File: config.mk
export PLATFORM = sky130hd
export DESIGN_NAME = pix_range_clamp
export DESIGN_NICKNAME = d
export VERILOG_FILES = /design/src/rtl/pix_clamp_pkg.sv /design/src/rtl/pix_clamp_shadow.sv /design/src/rtl/pix_clamp_bounds.sv /design/src/rtl/pix_clamp_lane.sv /design/src/rtl/pix_range_clamp.sv
export SDC_FILE = /design/constraint.sdc
export NUM_CORES = 1
export LEC_CHECK = 0
export ABC_CLOCK_PERIOD_IN_PS = 4300
export BUFFER_PORTS_ARGS = -buffer_cell sky130_fd_sc_hd__buf_4
export CELL_PAD_IN_SITES_DETAIL_PLACEMENT = 2
export CELL_PAD_IN_SITES_GLOBAL_PLACEMENT = 2
export CORE_AREA = 2 2 156 143
export DETAILED_ROUTE_END_ITERATION = 8
export DIE_AREA = 0 0 158 145
export PLACE_DENSITY_LB_ADDON = 0.2
export SLEW_MARGIN = 20
export SYNTH_ARGS = -nofsm -noshare
export SYNTH_HDL_FRONTEND = slang
export SYNTH_HIERARCHICAL = 1
export SYNTH_SLANG_ARGS = --single-unit
File: constraint.sdc
create_clock -name clk -period 4.3 [get_ports clk]
set_input_delay 0.86 -clock clk [delete_from_list [all_inputs] [get_ports clk]]
set_output_delay 0.86 -clock clk [all_outputs]
set_load 0.02 [all_outputs]
File: src/rtl/pix_clamp_pkg.sv
package pix_clamp_pkg;

  localparam logic [2:0] FMT_NONE  = 3'd0;
  localparam logic [2:0] FMT_LIM8  = 3'd1;
  localparam logic [2:0] FMT_LIM10 = 3'd2;
  localparam logic [2:0] FMT_LIM12 = 3'd3;
  localparam logic [2:0] FMT_PROG  = 3'd7;

  // true when the code names one of the fixed limited ranges
  function automatic logic is_fixed(input logic [2:0] code);
    return (code == FMT_LIM8) || (code == FMT_LIM10) || (code == FMT_LIM12);
  endfunction

  // true when the code asks for any clamping at all
  function automatic logic is_clamping(input logic [2:0] code);
    return is_fixed(code) || (code == FMT_PROG);
  endfunction

  // fixed lower bound scaled from the nominal depth onto a cw-bit grid
  function automatic int unsigned fixed_lo(input logic [2:0] code, input int unsigned cw);
    case (code)
      FMT_LIM8:  return 32'd16  << (cw - 8);
      FMT_LIM10: return 32'd64  << (cw - 10);
      FMT_LIM12: return 32'd256 << (cw - 12);
      default:   return 32'd0;
    endcase
  endfunction

  // fixed upper bound scaled from the nominal depth onto a cw-bit grid
  function automatic int unsigned fixed_hi(input logic [2:0] code, input int unsigned cw);
    case (code)
      FMT_LIM8:  return 32'd235  << (cw - 8);
      FMT_LIM10: return 32'd940  << (cw - 10);
      FMT_LIM12: return 32'd3760 << (cw - 12);
      default:   return (32'd1 << cw) - 32'd1;
    endcase
  endfunction

endpackage

File: src/rtl/pix_clamp_shadow.sv
module pix_clamp_shadow
  import pix_clamp_pkg::*;
#(
  parameter int unsigned CW = 12,
  parameter int unsigned NC = 3,
  parameter logic [CW-1:0] DEF_LO = 'h010,
  parameter logic [CW-1:0] DEF_HI = 'hFEF
) (
  input  logic             clk,
  input  logic             rst_n,
  input  logic             frame_start,
  input  logic             live_en,
  input  logic [2:0]       live_fmt,
  input  logic [NC*CW-1:0] live_lo,
  input  logic [NC*CW-1:0] live_hi,
  output logic             eff_en,
  output logic [2:0]       eff_fmt,
  output logic [NC*CW-1:0] eff_lo,
  output logic [NC*CW-1:0] eff_hi,
  output logic             sh_en,
  output logic [2:0]       sh_fmt,
  output logic [NC*CW-1:0] sh_lo,
  output logic [NC*CW-1:0] sh_hi
);

  always_ff @(posedge clk or negedge rst_n) begin
    if (!rst_n) begin
      sh_en  <= 1'b0;
      sh_fmt <= FMT_NONE;
      sh_lo  <= {NC{DEF_LO}};
      sh_hi  <= {NC{DEF_HI}};
    end else if (frame_start) begin
      sh_en  <= live_en;
      sh_fmt <= live_fmt;
      sh_lo  <= live_lo;
      sh_hi  <= live_hi;
    end
  end

  // the pixel that carries frame_start already sees the new settings
  always_comb begin
    eff_en  = frame_start ? live_en  : sh_en;
    eff_fmt = frame_start ? live_fmt : sh_fmt;
    eff_lo  = frame_start ? live_lo  : sh_lo;
    eff_hi  = frame_start ? live_hi  : sh_hi;
  end

endmodule

File: src/rtl/pix_clamp_bounds.sv
module pix_clamp_bounds
  import pix_clamp_pkg::*;
#(
  parameter int unsigned CW = 12,
  parameter int unsigned NC = 3
) (
  input  logic             en,
  input  logic [2:0]       fmt,
  input  logic [NC*CW-1:0] prog_lo,
  input  logic [NC*CW-1:0] prog_hi,
  output logic             active,
  output logic [NC*CW-1:0] lane_lo,
  output logic [NC*CW-1:0] lane_hi
);

  logic [CW-1:0] fix_lo;
  logic [CW-1:0] fix_hi;
  logic          use_prog;

  assign fix_lo   = CW'(fixed_lo(fmt, CW));
  assign fix_hi   = CW'(fixed_hi(fmt, CW));
  assign use_prog = (fmt == FMT_PROG);
  assign active   = en && is_clamping(fmt);

  for (genvar c = 0; c < NC; c++) begin : g_lane
    assign lane_lo[c*CW +: CW] = use_prog ? prog_lo[c*CW +: CW] : fix_lo;
    assign lane_hi[c*CW +: CW] = use_prog ? prog_hi[c*CW +: CW] : fix_hi;
  end

endmodule

File: src/rtl/pix_clamp_lane.sv
module pix_clamp_lane #(
  parameter int unsigned CW = 12
) (
  input  logic          active,
  input  logic [CW-1:0] x,
  input  logic [CW-1:0] lo,
  input  logic [CW-1:0] hi,
  output logic [CW-1:0] y
);

  function automatic logic [CW-1:0] limit(input logic [CW-1:0] v,
                                          input logic [CW-1:0] l,
                                          input logic [CW-1:0] h);
    if (v < l)      return l;
    else if (v > h) return h;
    else            return v;
  endfunction

  assign y = active ? limit(x, lo, hi) : x;

endmodule

File: src/rtl/pix_range_clamp.sv
module pix_range_clamp
  import pix_clamp_pkg::*;
#(
  parameter int unsigned CW = 12,
  parameter int unsigned NC = 3,
  parameter logic [CW-1:0] DEF_LO = 'h010,
  parameter logic [CW-1:0] DEF_HI = 'hFEF
) (
  input  logic             clk,
  input  logic             rst_n,
  input  logic             frame_start,
  input  logic             in_valid,
  input  logic [NC*CW-1:0] in_pix,
  input  logic             clamp_en,
  input  logic [2:0]       fmt_code,
  input  logic [NC*CW-1:0] prog_lo,
  input  logic [NC*CW-1:0] prog_hi,
  output logic             out_valid,
  output logic [NC*CW-1:0] out_pix
);

  localparam int unsigned PW = NC * CW;

  logic          eff_en;
  logic [2:0]    eff_fmt;
  logic [PW-1:0] eff_plo;
  logic [PW-1:0] eff_phi;
  logic          sh_en;
  logic [2:0]    sh_fmt;
  logic [PW-1:0] sh_lo;
  logic [PW-1:0] sh_hi;
  logic          clamp_active;
  logic [PW-1:0] eff_lo;
  logic [PW-1:0] eff_hi;
  logic [PW-1:0] next_pix;

  pix_clamp_shadow #(.CW(CW), .NC(NC), .DEF_LO(DEF_LO), .DEF_HI(DEF_HI)) u_shadow (
    .clk(clk), .rst_n(rst_n), .frame_start(frame_start),
    .live_en(clamp_en), .live_fmt(fmt_code), .live_lo(prog_lo), .live_hi(prog_hi),
    .eff_en(eff_en), .eff_fmt(eff_fmt), .eff_lo(eff_plo), .eff_hi(eff_phi),
    .sh_en(sh_en), .sh_fmt(sh_fmt), .sh_lo(sh_lo), .sh_hi(sh_hi)
  );

  pix_clamp_bounds #(.CW(CW), .NC(NC)) u_bounds (
    .en(eff_en), .fmt(eff_fmt), .prog_lo(eff_plo), .prog_hi(eff_phi),
    .active(clamp_active), .lane_lo(eff_lo), .lane_hi(eff_hi)
  );

  for (genvar c = 0; c < NC; c++) begin : g_comp
    pix_clamp_lane #(.CW(CW)) u_lane (
      .active(clamp_active),
      .x(in_pix[c*CW +: CW]),
      .lo(eff_lo[c*CW +: CW]),
      .hi(eff_hi[c*CW +: CW]),
      .y(next_pix[c*CW +: CW])
    );
  end

  always_ff @(posedge clk or negedge rst_n) begin
    if (!rst_n) begin
      out_valid <= 1'b0;
      out_pix   <= '0;
    end else begin
      out_valid <= in_valid;
      if (in_valid) out_pix <= next_pix;
    end
  end

endmodule

==> tab_implementation.tex, run 1 <==
\begin{tabular}{lr}
\hline
Metric & Value \\
\hline
\multicolumn{2}{l}{\textbf{Timing}} \\
\quad Final WS setup & 0.285 ns \\
\quad Unrepaired setup endpoints after global routing & false \\
\quad Count of pins over their slew limit & 0 \\
\quad Maximum operating frequency & 0.249 GHz \\
\quad Hold violation total from the final report & 0 \\
\quad Setup tns final & 0 ns \\
\quad Count of endpoints failing setup in the final report & 0 \\
\quad Clock period minus worst slack & 4.01 ns \\
\quad Max\_slew headroom & 47.3\% \\
\quad Final cycle utilization of the critical path & 93.4\% \\
\quad Worst clock skew & 0.0100 ns \\
\quad Fin Hold WS & 0.492 ns \\
\quad Worst Max-Slew Pin Slew & 0.790 ns \\
\multicolumn{2}{l}{\textbf{Outcome}} \\
\quad Result of the run & finished clean \\
\multicolumn{2}{l}{\textbf{Global route}} \\
\quad Overall routing resource usage & 21.3\% \\
\quad Global-route congestion overflow total & 0 \\
\quad Maximum number of pins on one net before global-route repair & 60 \\
\quad Wire length of the first global-routing pass & 37.2 mm \\
\quad Vias in the first global route & 6669 \\
\quad Antenna violations before repair & 0 \\
\multicolumn{2}{l}{\textbf{Worst setup path}} \\
\quad Element type at the critical path end & flop \\
\quad Kind of start point of the critical path & primary input \\
\quad R2R Path End & out\_pix[27] \\
\quad Beginning of the worst register-to-register path & u\_shadow/sh\_fmt[0] \\
\quad Worst-path maximum fanout & 29 \\
\quad Slack of the worst reg-to-reg path & 0.61 ns \\
\quad Critical Setup Path Class & primary input to flop \\
\quad Crit path arrival time & 4.31 ns \\
\quad Required time reported for the critical path endpoint & 4.60 ns \\
\quad R2r worst-path depth & 12 \\
\multicolumn{2}{l}{\textbf{Floorplan}} \\
\quad Core area & 21300 um\^{}2 \\
\quad Std cell rows & 51 \\
\quad Floorplan die width & 158 um \\
\quad Height of the chip & 145 um \\
\quad I/O pin total & 153 \\
\quad Area enclosed by the die boundary & 22900 um\^{}2 \\
\quad Initial Utilization & 35.3\% \\
\multicolumn{2}{l}{\textbf{Final layout}} \\
\quad Number of inserted filler cells in the final layout & 2239 \\
\quad Share of layout cells above drive strength 1 & 43.5\% \\
\quad Area of the multi-input gates & 4140 um\^{}2 \\
\quad Final-stage net count & 997 \\
\quad ANT cells & 0 \\
\quad Design Area, Final & 9560 um\^{}2 \\
\quad FF/Latch Area & 2870 um\^{}2 \\
\quad Core utilization of the finished layout & 44.9\% \\
\quad Layout Area Growth over Synthesis & 27.1\% \\
\multicolumn{2}{l}{\textbf{Synthesis}} \\
\quad Synthesized area divided by synthesized cell count & 11.5 um\^{}2 \\
\quad Cell types occupying the most area after synthesis & dfrtp\_1 (26\%), mux2\_4 (14\%), dfstp\_2 (13\%) \\
\quad Sequential share of the synthesized area & 38.2\% \\
\quad Synth unique cells & 37 \\
\quad Post-synthesis cell count & 654 \\
\quad Post-Synthesis Cell Area & 7520 um\^{}2 \\
\quad Yosys warning total & 6 \\
\quad Biggest area consumer among synthesized cells & dfrtp\_1 \\
\quad Post-synth top area share & 25.6\% \\
\quad Post-synth net total & 839 \\
\quad Seq cells post-synth & 113 \\
\multicolumn{2}{l}{\textbf{Worst hold path}} \\
\quad Worst hold path startpoint & u\_shadow/sh\_lo[2] \\
\quad End of the worst hold path & u\_shadow/sh\_lo[2] \\
\quad Worst hold stages & 1 \\
\quad Classification of the worst-slack hold path & flop to flop \\
\multicolumn{2}{l}{\textbf{Clock tree}} \\
\quad \# clock sinks & 113 \\
\quad Clk Latency, worst-skew pair & 0.43 ns \\
\quad Buffer type at the clock tree root & clkbuf\_16 \\
\quad CTS tree & built \\
\quad Buffer count from post-CTS setup fixing & 0 \\
\quad Cts-stage hold buffer count & 0 \\
\quad CTS max path bufs & 2 \\
\quad Number of gates given a new drive strength after cts & 0 \\
\quad Clock slew at reported path FFs & 0.06 ns \\
\quad CTS H-Tree Depth & 4 \\
\quad Number of buffers created by CTS & 17 \\
\multicolumn{2}{l}{\textbf{Power and ir drop}} \\
\quad Worst vdd rail ir drop & 0.241 mV \\
\quad Power density over the cells & 385 nW/um\^{}2 \\
\quad Leakage power & 4.74 nW \\
\multicolumn{2}{l}{\textbf{Drt}} \\
\quad Post-DR vias/cell & 5.16 \\
\quad Number of iterations in the first detailed-routing pass & 4 \\
\quad Residual antenna-violating net count after detailed routing & 0 \\
\quad Detail-routed net length per standard cell & 21.2 um \\
\quad Number of DRC markers after the initial detailed-route iteration & 183 \\
\quad Via total after detailed routing & 5753 \\
\quad DRC violations left & 0 \\
\quad Routed wire length & 23.7 mm \\
\multicolumn{2}{l}{\textbf{Placement}} \\
\quad Minimum setup slack after placement & -0.354 ns \\
\quad Gp weighted congestion & 0.856 \\
\quad Cell area reported after detailed placement & 8970 um\^{}2 \\
\quad IO buf count & 152 \\
\quad Detail Placement HPWL & 17.5 mm \\
\multicolumn{2}{l}{\textbf{Job}} \\
\quad MaxCap Viol Count & 0 \\
\hline
\end{tabular}
[per-stage QoR]
stage          cells  power [mW]
2_1_floorplan    654        1.85
3_3_place_gp    1084        2.21
3_5_place_dp    1084        2.26
4_1_cts         1116        3.73
5_1_grt         1116        3.86
6_report        1116        3.68
[state kept, by name (all words and copies together) (netlist names)]
register and cells:
out_pix 36, u_shadow/sh_en 1, u_shadow/sh_hi 36, out_valid 1
u_shadow/sh_fmt 3, u_shadow/sh_lo 36
[cell families (layout without fill, tap and decap cells)]
group	count (synthesis)	count (layout)	share of synthesized area, %
mux	112	112	20.3
flops	113	113	38.2
buf+inv	104	275	6.99
fa+ha+maj	69	69	11.5
simple gates	146	146	11.4
compound gates	110	110	11.7
[cell type report]
| class | instances | area share, % |
|---|---|---|
| Clock buffer | 21 | 4.71 |
| Multi-Input combinational cell | 437 | 43.2 |
| Tap cell | 291 | 3.81 |
| Clock inverter | 11 | 1.44 |
| Timing Repair Buffer | 171 | 13.9 |
| Inverter | 72 | 2.83 |
| Sequential cell | 113 | 30.0 |
[synth_stat cells (all sizes together)]
| cell | n |
|---|---|
| o221ai | 3 |
| clkbuf | 9 |
| o41a | 3 |
| a221o | 36 |
| a31oi | 3 |
| dfrtp | 77 |
| and3 | 40 |
| o21bai | 1 |
| nor2 | 9 |
| or3 | 3 |
| o21a | 18 |
| nor3 | 3 |
| nand2 | 16 |
| nand2b | 21 |
| a21boi | 4 |
| a21oi | 24 |
| and3b | 3 |
| o21ai | 6 |
| a211o | 3 |
| a21o | 6 |
| mux2 | 112 |
| inv | 72 |
| dfstp | 36 |
| nand4 | 6 |
| buf | 23 |
| nand3 | 12 |
| ha | 69 |
| a221oi | 3 |
| and2 | 33 |
[power breakdown]
part / internal, mW / switching, mW
clock: 0.919 / 0.514
combinational: 0.482 / 0.483
sequential: 1.22 / 0.0644
[per-layer routing]
layer | vias to the layer above | track usage [%] | wire length [um] | part of all wire (%)
met5 | - | 0 | 0 | 0
met4 | 0 | 5.68 | 346 | 1.5
met1 | 2941 | 26.9 | 10600 | 45
met2 | 119 | 36.5 | 11900 | 50
met3 | 30 | 4.42 | 809 | 3.4
li1 | 2663 | - | - | -
[worst max path at each step]
stage,startpoint,to,cells after the start
floorplan,frame_start,out_pix[10],15
global placement,frame_start,out_pix[26],14
detailed placement,frame_start,out_pix[28],14
CTS,frame_start,out_pix[27],14
global route,frame_start,out_pix[27],14
finish,frame_start,out_pix[27],13
[placed cells by master (no fill, tap or decap), drive strengths merged, types with 24 or more instances in the layout]
cell     n
buf    171
mux2   112
dfrtp   77
inv     72
ha      69
and3    40
a221o   36
dfstp   36
and2    33
a21oi   24
[critical path, stage by stage]
cell and delay, ns:
buf_4 0.14, mux2_2 0.26, and3_4 0.44, and2_1 0.20, inv_1 0.05, ha_1 0.29
a211o_1 0.29, a31oi_1 0.20, o221ai_1 0.21, a21oi_1 0.35, and3b_4 0.33, a221o_1 0.38
mux2_4 0.28
(Power assumes the default switching activity.)
==> run 2, diff against run 1 <==
- RECOVER_POWER: default -> 100
==> run 2 against run 1 <==
  * The run now ends with capacitance limit, slew limit left
  * Cell count is the same
  * Die area unchanged
  * Core utilization down 1.7 points
  * Clock power barely moved
  * Largest cell class unchanged
  * Routed wire length decreased by 0.71%
  * Sequential share of layout area is 1.2 points higher
  * Clock skew about the same
  * Critical path type unchanged
  * Combinational power down 11%
  * Largest power group unchanged
==> tab_implementation.tex, run 2 (synthesis gave the netlist of run 1 again) <==
\begin{tabular}{lr}
\hline
Metric & Value \\
\hline
\multicolumn{2}{l}{\textbf{Outcome}} \\
\quad Result of the run & finished with violations \\
\quad Failing checks & capacitance limit, slew limit \\
\multicolumn{2}{l}{\textbf{Clock tree}} \\
\quad Clock slew at reported path FFs & 0.06 ns (about the same) \\
\quad CTS max path bufs & 2 (unchanged) \\
\quad CTS tree & built \\
\quad CTS H-Tree Depth & 4 (unchanged) \\
\quad \# clock sinks & 113 (unchanged) \\
\quad Clk Latency, worst-skew pair & 0.43 ns (about the same) \\
\quad Buffer count from post-CTS setup fixing & 0 (unchanged) \\
\quad Cts-stage hold buffer count & 0 (unchanged) \\
\quad Buffer type at the clock tree root & clkbuf\_16 \\
\quad Number of buffers created by CTS & 17 (unchanged) \\
\quad Number of gates given a new drive strength after cts & 0 (unchanged) \\
\multicolumn{2}{l}{\textbf{Floorplan}} \\
\quad Initial Utilization & 35.3\% (unchanged) \\
\quad Floorplan die width & 158 um (unchanged) \\
\quad Std cell rows & 51 (unchanged) \\
\quad Core area & 21300 um\^{}2 (unchanged) \\
\quad Height of the chip & 145 um (unchanged) \\
\quad I/O pin total & 153 (unchanged) \\
\quad Area enclosed by the die boundary & 22900 um\^{}2 (unchanged) \\
\multicolumn{2}{l}{\textbf{Final layout}} \\
\quad Leading cell type in the layout, fill and taps excluded & buf\_4 \\
\quad Layout Area Growth over Synthesis & 22.4\% \\
\quad Core utilization of the finished layout & 43.2\% (-1.7 points) \\
\quad Leading cell types in the layout, fill and taps excluded & buf\_4 (128), mux2\_1 (83), dfrtp\_1 (77), inv\_1 (72), ha\_1 (69) \\
\quad ANT cells & 0 (unchanged) \\
\quad Final-stage net count & 997 (unchanged) \\
\quad Top Registers & out\_pix x36, u\_shadow/sh\_hi x36, u\_shadow/sh\_lo x36 \\
\quad Share of layout cells above drive strength 1 & 28.6\% (-15 points) \\
\quad Final std cells w/o fill & 1116 (unchanged) \\
\multicolumn{2}{l}{\textbf{Worst setup path}} \\
\quad Crit path arrival time & 4.34 ns (+0.03 ns) \\
\quad Kind of start point of the critical path & primary input \\
\quad Required time reported for the critical path endpoint & 4.59 ns (about the same) \\
\quad Worst-path maximum fanout & 29 (unchanged) \\
\quad Critical Setup Path Class & primary input to flop \\
\quad Element type at the critical path end & flop \\
\multicolumn{2}{l}{\textbf{Global route}} \\
\quad Antenna violations before repair & 0 (unchanged) \\
\quad Maximum number of pins on one net before global-route repair & 60 (unchanged) \\
\quad Overall routing resource usage & 21.3\% (unchanged) \\
\quad Wire length of the first global-routing pass & 37.2 mm (unchanged) \\
\quad Global-route congestion overflow total & 0 (unchanged) \\
\quad Vias in the first global route & 6669 (unchanged) \\
\multicolumn{2}{l}{\textbf{Drt}} \\
\quad Number of DRC markers after the initial detailed-route iteration & 160 (-13\%) \\
\quad Detail-routed net length per standard cell & 21.1 um (-0.71\%) \\
\quad Routed wire length & 23.5 mm (-0.71\%) \\
\quad Post-DR vias/cell & 5.14 (-0.31\%) \\
\quad Number of iterations in the first detailed-routing pass & 4 (unchanged) \\
\quad DRC violations left & 0 (unchanged) \\
\quad Residual antenna-violating net count after detailed routing & 0 (unchanged) \\
\quad Via total after detailed routing & 5735 (-0.31\%) \\
\multicolumn{2}{l}{\textbf{Timing}} \\
\quad Maximum operating frequency & 0.247 GHz (-0.82\%) \\
\quad Final WS setup & 0.252 ns (-0.0332 ns) \\
\quad Hold violation total from the final report & 0 (unchanged) \\
\quad Final cycle utilization of the critical path & 94.1\% (+0.77 points) \\
\quad Count of pins over their slew limit & 93 (+93) \\
\quad Worst clock skew & 0.0104 ns (+0.000376 ns) \\
\quad Max\_slew headroom & -109\% (-160 points) \\
\quad Worst Max-Slew Pin Slew & 3.14 ns (+2.35 ns) \\
\quad Clock period minus worst slack & 4.05 ns (+0.0332 ns) \\
\quad Count of endpoints failing setup in the final report & 0 (unchanged) \\
\quad Fin Hold WS & 0.479 ns (-0.0121 ns) \\
\quad Unrepaired setup endpoints after global routing & false \\
\multicolumn{2}{l}{\textbf{Placement}} \\
\quad Detail Placement HPWL & 17.5 mm (unchanged) \\
\quad IO buf count & 152 (unchanged) \\
\quad Gp weighted congestion & 0.856 (unchanged) \\
\quad Minimum setup slack after placement & -0.354 ns (unchanged) \\
\quad Dpl cells & 1084 (unchanged) \\
\multicolumn{2}{l}{\textbf{Power and ir drop}} \\
\quad Leakage power & 4.38 nW (-7.7\%) \\
\quad Share of power burned in registers & 35.8\% (+1.0 points) \\
\quad Cell-internal power & 2.51 mW (-4.0\%) \\
\quad Combinational cell fraction of total power & 24.0\% (-2.2 points) \\
\quad Net Sw Frac & 29.4\% (+0.54 points) \\
\quad Worst vdd rail ir drop & 0.241 mV (about the same) \\
\quad Power density over the cells & 387 nW/um\^{}2 (+0.52\%) \\
\quad Portion of total power attributed to the clock network & 40.2\% (+1.2 points) \\
\quad Psw & 1.05 mW (-1.4\%) \\
\multicolumn{2}{l}{\textbf{Job}} \\
\quad MaxCap Viol Count & 2 (+2) \\
\multicolumn{2}{l}{\textbf{Worst hold path}} \\
\quad Classification of the worst-slack hold path & flop to flop \\
\hline
\end{tabular}
[run 2: cell count changes in the layout (fill, tap and decap cells not counted), sizes merged]
cell and change:
clkbuf +39, buf -39
[run 2: worst paths after layout]
check | from | end | slack (ns) | depth (start not counted)
max | frame_start | out_pix[32] | 0.25 | 13
min | u_shadow/sh_lo[2] | u_shadow/sh_lo[2] | 0.48 | 1
max reg2reg | u_shadow/sh_fmt[0] | out_pix[8] | 0.54 | 13
min reg2reg | u_shadow/sh_lo[2] | u_shadow/sh_lo[2] | 0.48 | 1
max in group asynchronous | rst_n | out_pix[17] | 1.06 | 1
min in group asynchronous | rst_n | out_pix[10] | 1.48 | 1
[run 2: cell type report]
type	instances	area, um^2
clock inverter	11	138
inverter	72	270
clock buffer	21	450
multi-input combinational	437	3930
fill	2328	12100
tap	291	364
sequential	113	2870
timing repair buffer	171	1190
[run 2: per-stage QoR]
step | cell area (um^2) | setup TNS, ns | total power [mW]
4_1_cts | 9560 | 0 | 3.73
3_5_place_dp | 8970 | -4.97 | 2.26
2_1_floorplan | 7520 | 0 | 1.85
5_1_grt | 9210 | 0 | 3.74
6_report | 9210 | 0 | 3.56
3_3_place_gp | 8970 | -1.71 | 2.21
[run 2: routing by layer]
metal | vias up | GRT usage [%] | wire length (um)
li1 | 2670 | - | -
met1 | 2916 | 26.9 | 10500
met2 | 119 | 36.5 | 11900
met3 | 30 | 4.42 | 783
met4 | 0 | 5.68 | 346
met5 | - | 0 | 0
[run 2: power groups by stage]
stage	logic [mW]	clock network (mW)	registers [mW]
after floorplan	0.510	0	1.34
after global placement	0.918	0	1.29
after detailed placement	0.964	0	1.29
after CTS	0.976	1.47	1.28
after global routing	0.935	1.52	1.29
final	0.855	1.43	1.27
[run 2: critical path, cell delays in order]
cell      delay [ns]
buf_4           0.14
mux2_1          0.26
and3_4          0.45
and2_1          0.20
inv_1           0.05
ha_1            0.29
a211o_1         0.29
a31oi_1         0.20
o221ai_1        0.21
a21oi_1         0.35
and3b_4         0.33
a221o_1         0.37
mux2_1          0.31
==> run 3, diff against run 2 <==
- ABC_AREA: default -> 1
- CORE_AREA: 2 2 156 143 -> 2 2 178 163
- DIE_AREA: 0 0 158 145 -> 0 0 180 165
==> run 3 against run 2 <==
  * The run still ends with capacitance limit, slew limit left
  * Clock power grew 8%
  * Register-to-register slack better by 0.52 ns
  * Sequential power barely moved
  * Worst setup slack improved by 0.37 ns
  * Synthesized cell count grew 96%
  * Largest power group unchanged
==> tab_implementation.tex, run 3 <==
\begin{tabular}{lr}
\hline
Metric & Value \\
\hline
\multicolumn{2}{l}{\textbf{Final layout}} \\
\quad ANT cells & 0 (unchanged) \\
\quad Leading cell types in the layout, fill and taps excluded & nand2\_1 (611), inv\_1 (173), buf\_4 (123), nand3\_1 (111), dfrtp\_1 (77) \\
\quad Top Registers & out\_pix x36, u\_shadow/sh\_hi x36, u\_shadow/sh\_lo x36 \\
\quad Leading cell type in the layout, fill and taps excluded & nand2\_1 \\
\quad Share of layout cells above drive strength 1 & 16.5\% (-12 points) \\
\quad Final-stage net count & 1593 (+60\%) \\
\quad Core utilization of the finished layout & 37.0\% (-6.2 points) \\
\quad Layout Area Growth over Synthesis & 20.3\% \\
\multicolumn{2}{l}{\textbf{Worst hold path}} \\
\quad Worst hold path startpoint & u\_shadow/sh\_en \\
\quad Classification of the worst-slack hold path & flop to flop \\
\quad End of the worst hold path & u\_shadow/sh\_en \\
\quad Worst hold stages & 2 (+1) \\
\multicolumn{2}{l}{\textbf{Worst setup path}} \\
\quad Critical Setup Path Class & primary input to flop \\
\quad Cell class contributing the biggest share of worst-path delay & simple AND/OR/NAND/NOR gates \\
\quad Beginning of the worst register-to-register path & u\_shadow/sh\_fmt[0] \\
\quad Element type at the critical path end & flop \\
\quad Stages on worst setup path & 21 (+8) \\
\quad Worst Setup SP & frame\_start \\
\quad R2R Path End & out\_pix[33] \\
\quad Required time reported for the critical path endpoint & 4.64 ns (+0.05 ns) \\
\quad Kind of start point of the critical path & primary input \\
\quad Standard cell with the maximum stage delay on the critical path & nand2\_2 \\
\quad Buffers plus inverters on the worst setup path & 5 (+3) \\
\quad Biggest cell delay along the critical path & 0.34 ns (-0.11 ns) \\
\quad Critical-path cell list & buf\_4 -> inv\_1 -> nand2\_1 -> nand2\_1 -> nand3\_2 -> buf\_4 -> or2\_1 -> inv\_1 -> ha\_1 -> nand2\_1 -> inv\_2 -> nand2\_2 -> nor2\_1 -> nand4\_2 -> nand2\_2 -> nand2\_1 -> nand3\_1 -> nand2\_1 -> nand2\_1 -> nand2\_1 -> nand2\_1 \\
\quad Worst-path maximum fanout & 26 (-10\%) \\
\quad Slack of the worst reg-to-reg path & 1.06 ns (+0.52 ns) \\
\quad Crit path top cell by count & nand2\_1 \\
\quad Crit path arrival time & 4.02 ns (-0.32 ns) \\
\quad R2r worst-path depth & 19 (+6) \\
\multicolumn{2}{l}{\textbf{Floorplan}} \\
\quad Initial Utilization & 30.8\% (-4.5 points) \\
\quad Height of the chip & 165 um (+14\%) \\
\quad Floorplan die width & 180 um (+14\%) \\
\quad I/O pin total & 153 (unchanged) \\
\quad Core area & 27600 um\^{}2 (+30\%) \\
\quad Area enclosed by the die boundary & 29700 um\^{}2 (+30\%) \\
\quad Std cell rows & 58 (+14\%) \\
\multicolumn{2}{l}{\textbf{Timing}} \\
\quad Final cycle utilization of the critical path & 85.6\% (-8.5 points) \\
\quad Final WS setup & 0.617 ns (+0.365 ns) \\
\quad Max\_slew headroom & -48.9\% (+60 points) \\
\quad Clock period minus worst slack & 3.68 ns (-0.365 ns) \\
\quad Count of pins over their slew limit & 132 (+42\%) \\
\quad Count of endpoints failing setup in the final report & 0 (unchanged) \\
\quad Hold violation total from the final report & 0 (unchanged) \\
\quad Unrepaired setup endpoints after global routing & false \\
\quad Maximum operating frequency & 0.272 GHz (+9.9\%) \\
\quad Worst Max-Slew Pin Slew & 2.23 ns (-0.906 ns) \\
\quad Setup tns final & 0 ns (unchanged) \\
\quad Worst clock skew & 0.0146 ns (+0.00422 ns) \\
\multicolumn{2}{l}{\textbf{Synthesis}} \\
\quad Post-synth net total & 1464 (+74\%) \\
\quad Seq cells post-synth & 113 (unchanged) \\
\quad Top flip-flop cell by instance count after synthesis & dfrtp\_1 \\
\quad Ys async rst share & 100\% (unchanged) \\
\quad Post-synth top area share & 26.8\% (+1.2 points) \\
\quad Cell types occupying the most area after synthesis & nand2\_1 (27\%), dfrtp\_1 (23\%), dfstp\_2 (11\%) \\
\quad Most common cell in the synthesized netlist & nand2\_1 \\
\quad Sequential share of the synthesized area & 33.7\% (-4.5 points) \\
\quad Biggest area consumer among synthesized cells & nand2\_1 \\
\quad Yosys warning total & 6 (unchanged) \\
\quad Synth unique cells & 28 (-24\%) \\
\quad Synthesized area divided by synthesized cell count & 6.66 um\^{}2 (-42\%) \\
\quad Top post-synthesis cells by count & nand2\_1 (608), inv\_1 (170), nand3\_1 (111) \\
\quad Post-Synthesis Cell Area & 8510 um\^{}2 (+13\%) \\
\quad Post-synthesis cell count & 1279 (+96\%) \\
\quad Number of enable flip-flop cells after synthesis & 0 (unchanged) \\
\multicolumn{2}{l}{\textbf{Power and ir drop}} \\
\quad Share of power burned in registers & 33.7\% (-2.1 points) \\
\quad Psw & 1.19 mW (+13\%) \\
\quad Portion of total power attributed to the clock network & 42.1\% (+1.9 points) \\
\quad Combinational cell fraction of total power & 24.2\% (+0.2 points) \\
\quad Cell-internal power & 2.50 mW (-0.59\%) \\
\quad Power density over the cells & 360 nW/um\^{}2 (-6.9\%) \\
\quad Worst vdd rail ir drop & 0.184 mV (-24\%) \\
\quad Leakage power & 5.95 nW (+36\%) \\
\quad Net Sw Frac & 32.2\% (+2.8 points) \\
\multicolumn{2}{l}{\textbf{Clock tree}} \\
\quad Clk Latency, worst-skew pair & 0.42 ns (about the same) \\
\quad CTS max path bufs & 2 (unchanged) \\
\quad Clock slew at reported path FFs & 0.05 ns (about the same) \\
\quad Cts-stage hold buffer count & 0 (unchanged) \\
\quad Buffer type at the clock tree root & clkbuf\_16 \\
\quad Buffer count from post-CTS setup fixing & 0 (unchanged) \\
\quad \# clock sinks & 113 (unchanged) \\
\quad CTS tree & built \\
\quad CTS H-Tree Depth & 4 (unchanged) \\
\quad Number of gates given a new drive strength after cts & 0 (unchanged) \\
\quad Number of buffers created by CTS & 17 (unchanged) \\
\multicolumn{2}{l}{\textbf{Drt}} \\
\quad Post-DR vias/cell & 4.69 (-8.8\%) \\
\quad Number of iterations in the first detailed-routing pass & 4 (unchanged) \\
\quad Detail-routed net length per standard cell & 17.0 um (-19\%) \\
\quad Residual antenna-violating net count after detailed routing & 0 (unchanged) \\
\quad Via total after detailed routing & 8340 (+45\%) \\
\quad Routed wire length & 30.2 mm (+28\%) \\
\quad DRC violations left & 0 (unchanged) \\
\quad Number of DRC markers after the initial detailed-route iteration & 297 (+86\%) \\
\multicolumn{2}{l}{\textbf{Placement}} \\
\quad Minimum setup slack after placement & 0.348 ns (+0.702 ns) \\
\quad IO buf count & 152 (unchanged) \\
\quad Detail Placement HPWL & 22.6 mm (+30\%) \\
\quad Gp weighted congestion & 0.814 (-4.8\%) \\
\multicolumn{2}{l}{\textbf{Outcome}} \\
\quad Result of the run & finished with violations \\
\quad Failing checks & capacitance limit, slew limit \\
\multicolumn{2}{l}{\textbf{Global route}} \\
\quad Global-route congestion overflow total & 0 (unchanged) \\
\quad Wire length of the first global-routing pass & 49.5 mm (+33\%) \\
\quad Overall routing resource usage & 21.2\% (-0.042 points) \\
\quad Antenna violations before repair & 0 (unchanged) \\
\quad Vias in the first global route & 9314 (+40\%) \\
\quad Maximum number of pins on one net before global-route repair & 74 (+23\%) \\
\multicolumn{2}{l}{\textbf{Job}} \\
\quad MaxCap Viol Count & 3 (+1) \\
\hline
\end{tabular}
run 3: cell families (layout without fill, tap and decap cells):
group | after synthesis | after routing | synth area share, %
compound gates | 38 | 38 | 2.41
simple gates | 824 | 824 | 40.4
flops | 113 | 113 | 33.7
buf+inv | 235 | 376 | 13.3
fa+ha+maj | 69 | 69 | 10.1
run 3: worst max-delay path by stage:
stage,to,slack [ns]
2_1_floorplan,out_pix[1],1.06
3_3_place_gp,out_pix[12],0.48
3_5_place_dp,out_pix[14],0.35
4_1_cts,out_pix[20],0.76
5_1_grt,out_pix[11],0.20
6_report,out_pix[33],0.62
run 3: layout make-up:
class                   instances  area (um^2)
clock buffers                  22          464
repair buffers                166         1120
clock inverters                 9          158
fillers                      3381        17400
flip-flops and latches        113         2870
multi-input cells             931         4500
inverters                     179          679
well taps                     360          450
run 3: worst reg2reg max path, cell delays in order (launching register included):
cell and delay [ns]:
dfrtp_1 0.37, nand2_1 0.06, nand2_1 0.10, nand3_2 0.14, buf_4 0.31, or2_1 0.23, inv_1 0.06, ha_1 0.29
nand2_1 0.09, inv_2 0.06, nand2_2 0.04, nor2_1 0.18, nand4_2 0.30, nand2_2 0.35, nand2_1 0.10, nand3_1 0.10
nand2_1 0.08, nand2_1 0.10, nand2_1 0.07, nand2_1 0.16
run 3: power groups by stage:
stage | clock (mW) | sequential [mW] | combinational, mW
global placement | 0 | 1.26 | 0.908
global route | 1.65 | 1.26 | 1.02
floorplan | 0 | 1.31 | 0.516
finish | 1.55 | 1.24 | 0.891
detailed placement | 0 | 1.26 | 0.942
CTS | 1.59 | 1.24 | 0.953
run 3: through the flow:
| stage | cell area [um^2] | hold WS, ns | total power [mW] | std cells |
|---|---|---|---|---|
| final | 10200 | 0.467 | 3.68 | 1780 |
| after global placement | 9790 | 0.447 | 2.17 | 1749 |
| after global routing | 10200 | 0.487 | 3.93 | 1780 |
| after detailed placement | 9790 | 0.459 | 2.20 | 1749 |
| after CTS | 10400 | 0.472 | 3.79 | 1780 |
| after floorplan | 8510 | 0.431 | 1.82 | 1279 |
run 3: routing by layer:
layer | wire, um | vias to the layer above | global-route usage (%)
met4 | 415 | 0 | 5.40
met2 | 14900 | 111 | 38.3
met3 | 632 | 24 | 2.67
met5 | 0 | - | 0
li1 | - | 4124 | -
met1 | 14300 | 4081 | 26.9
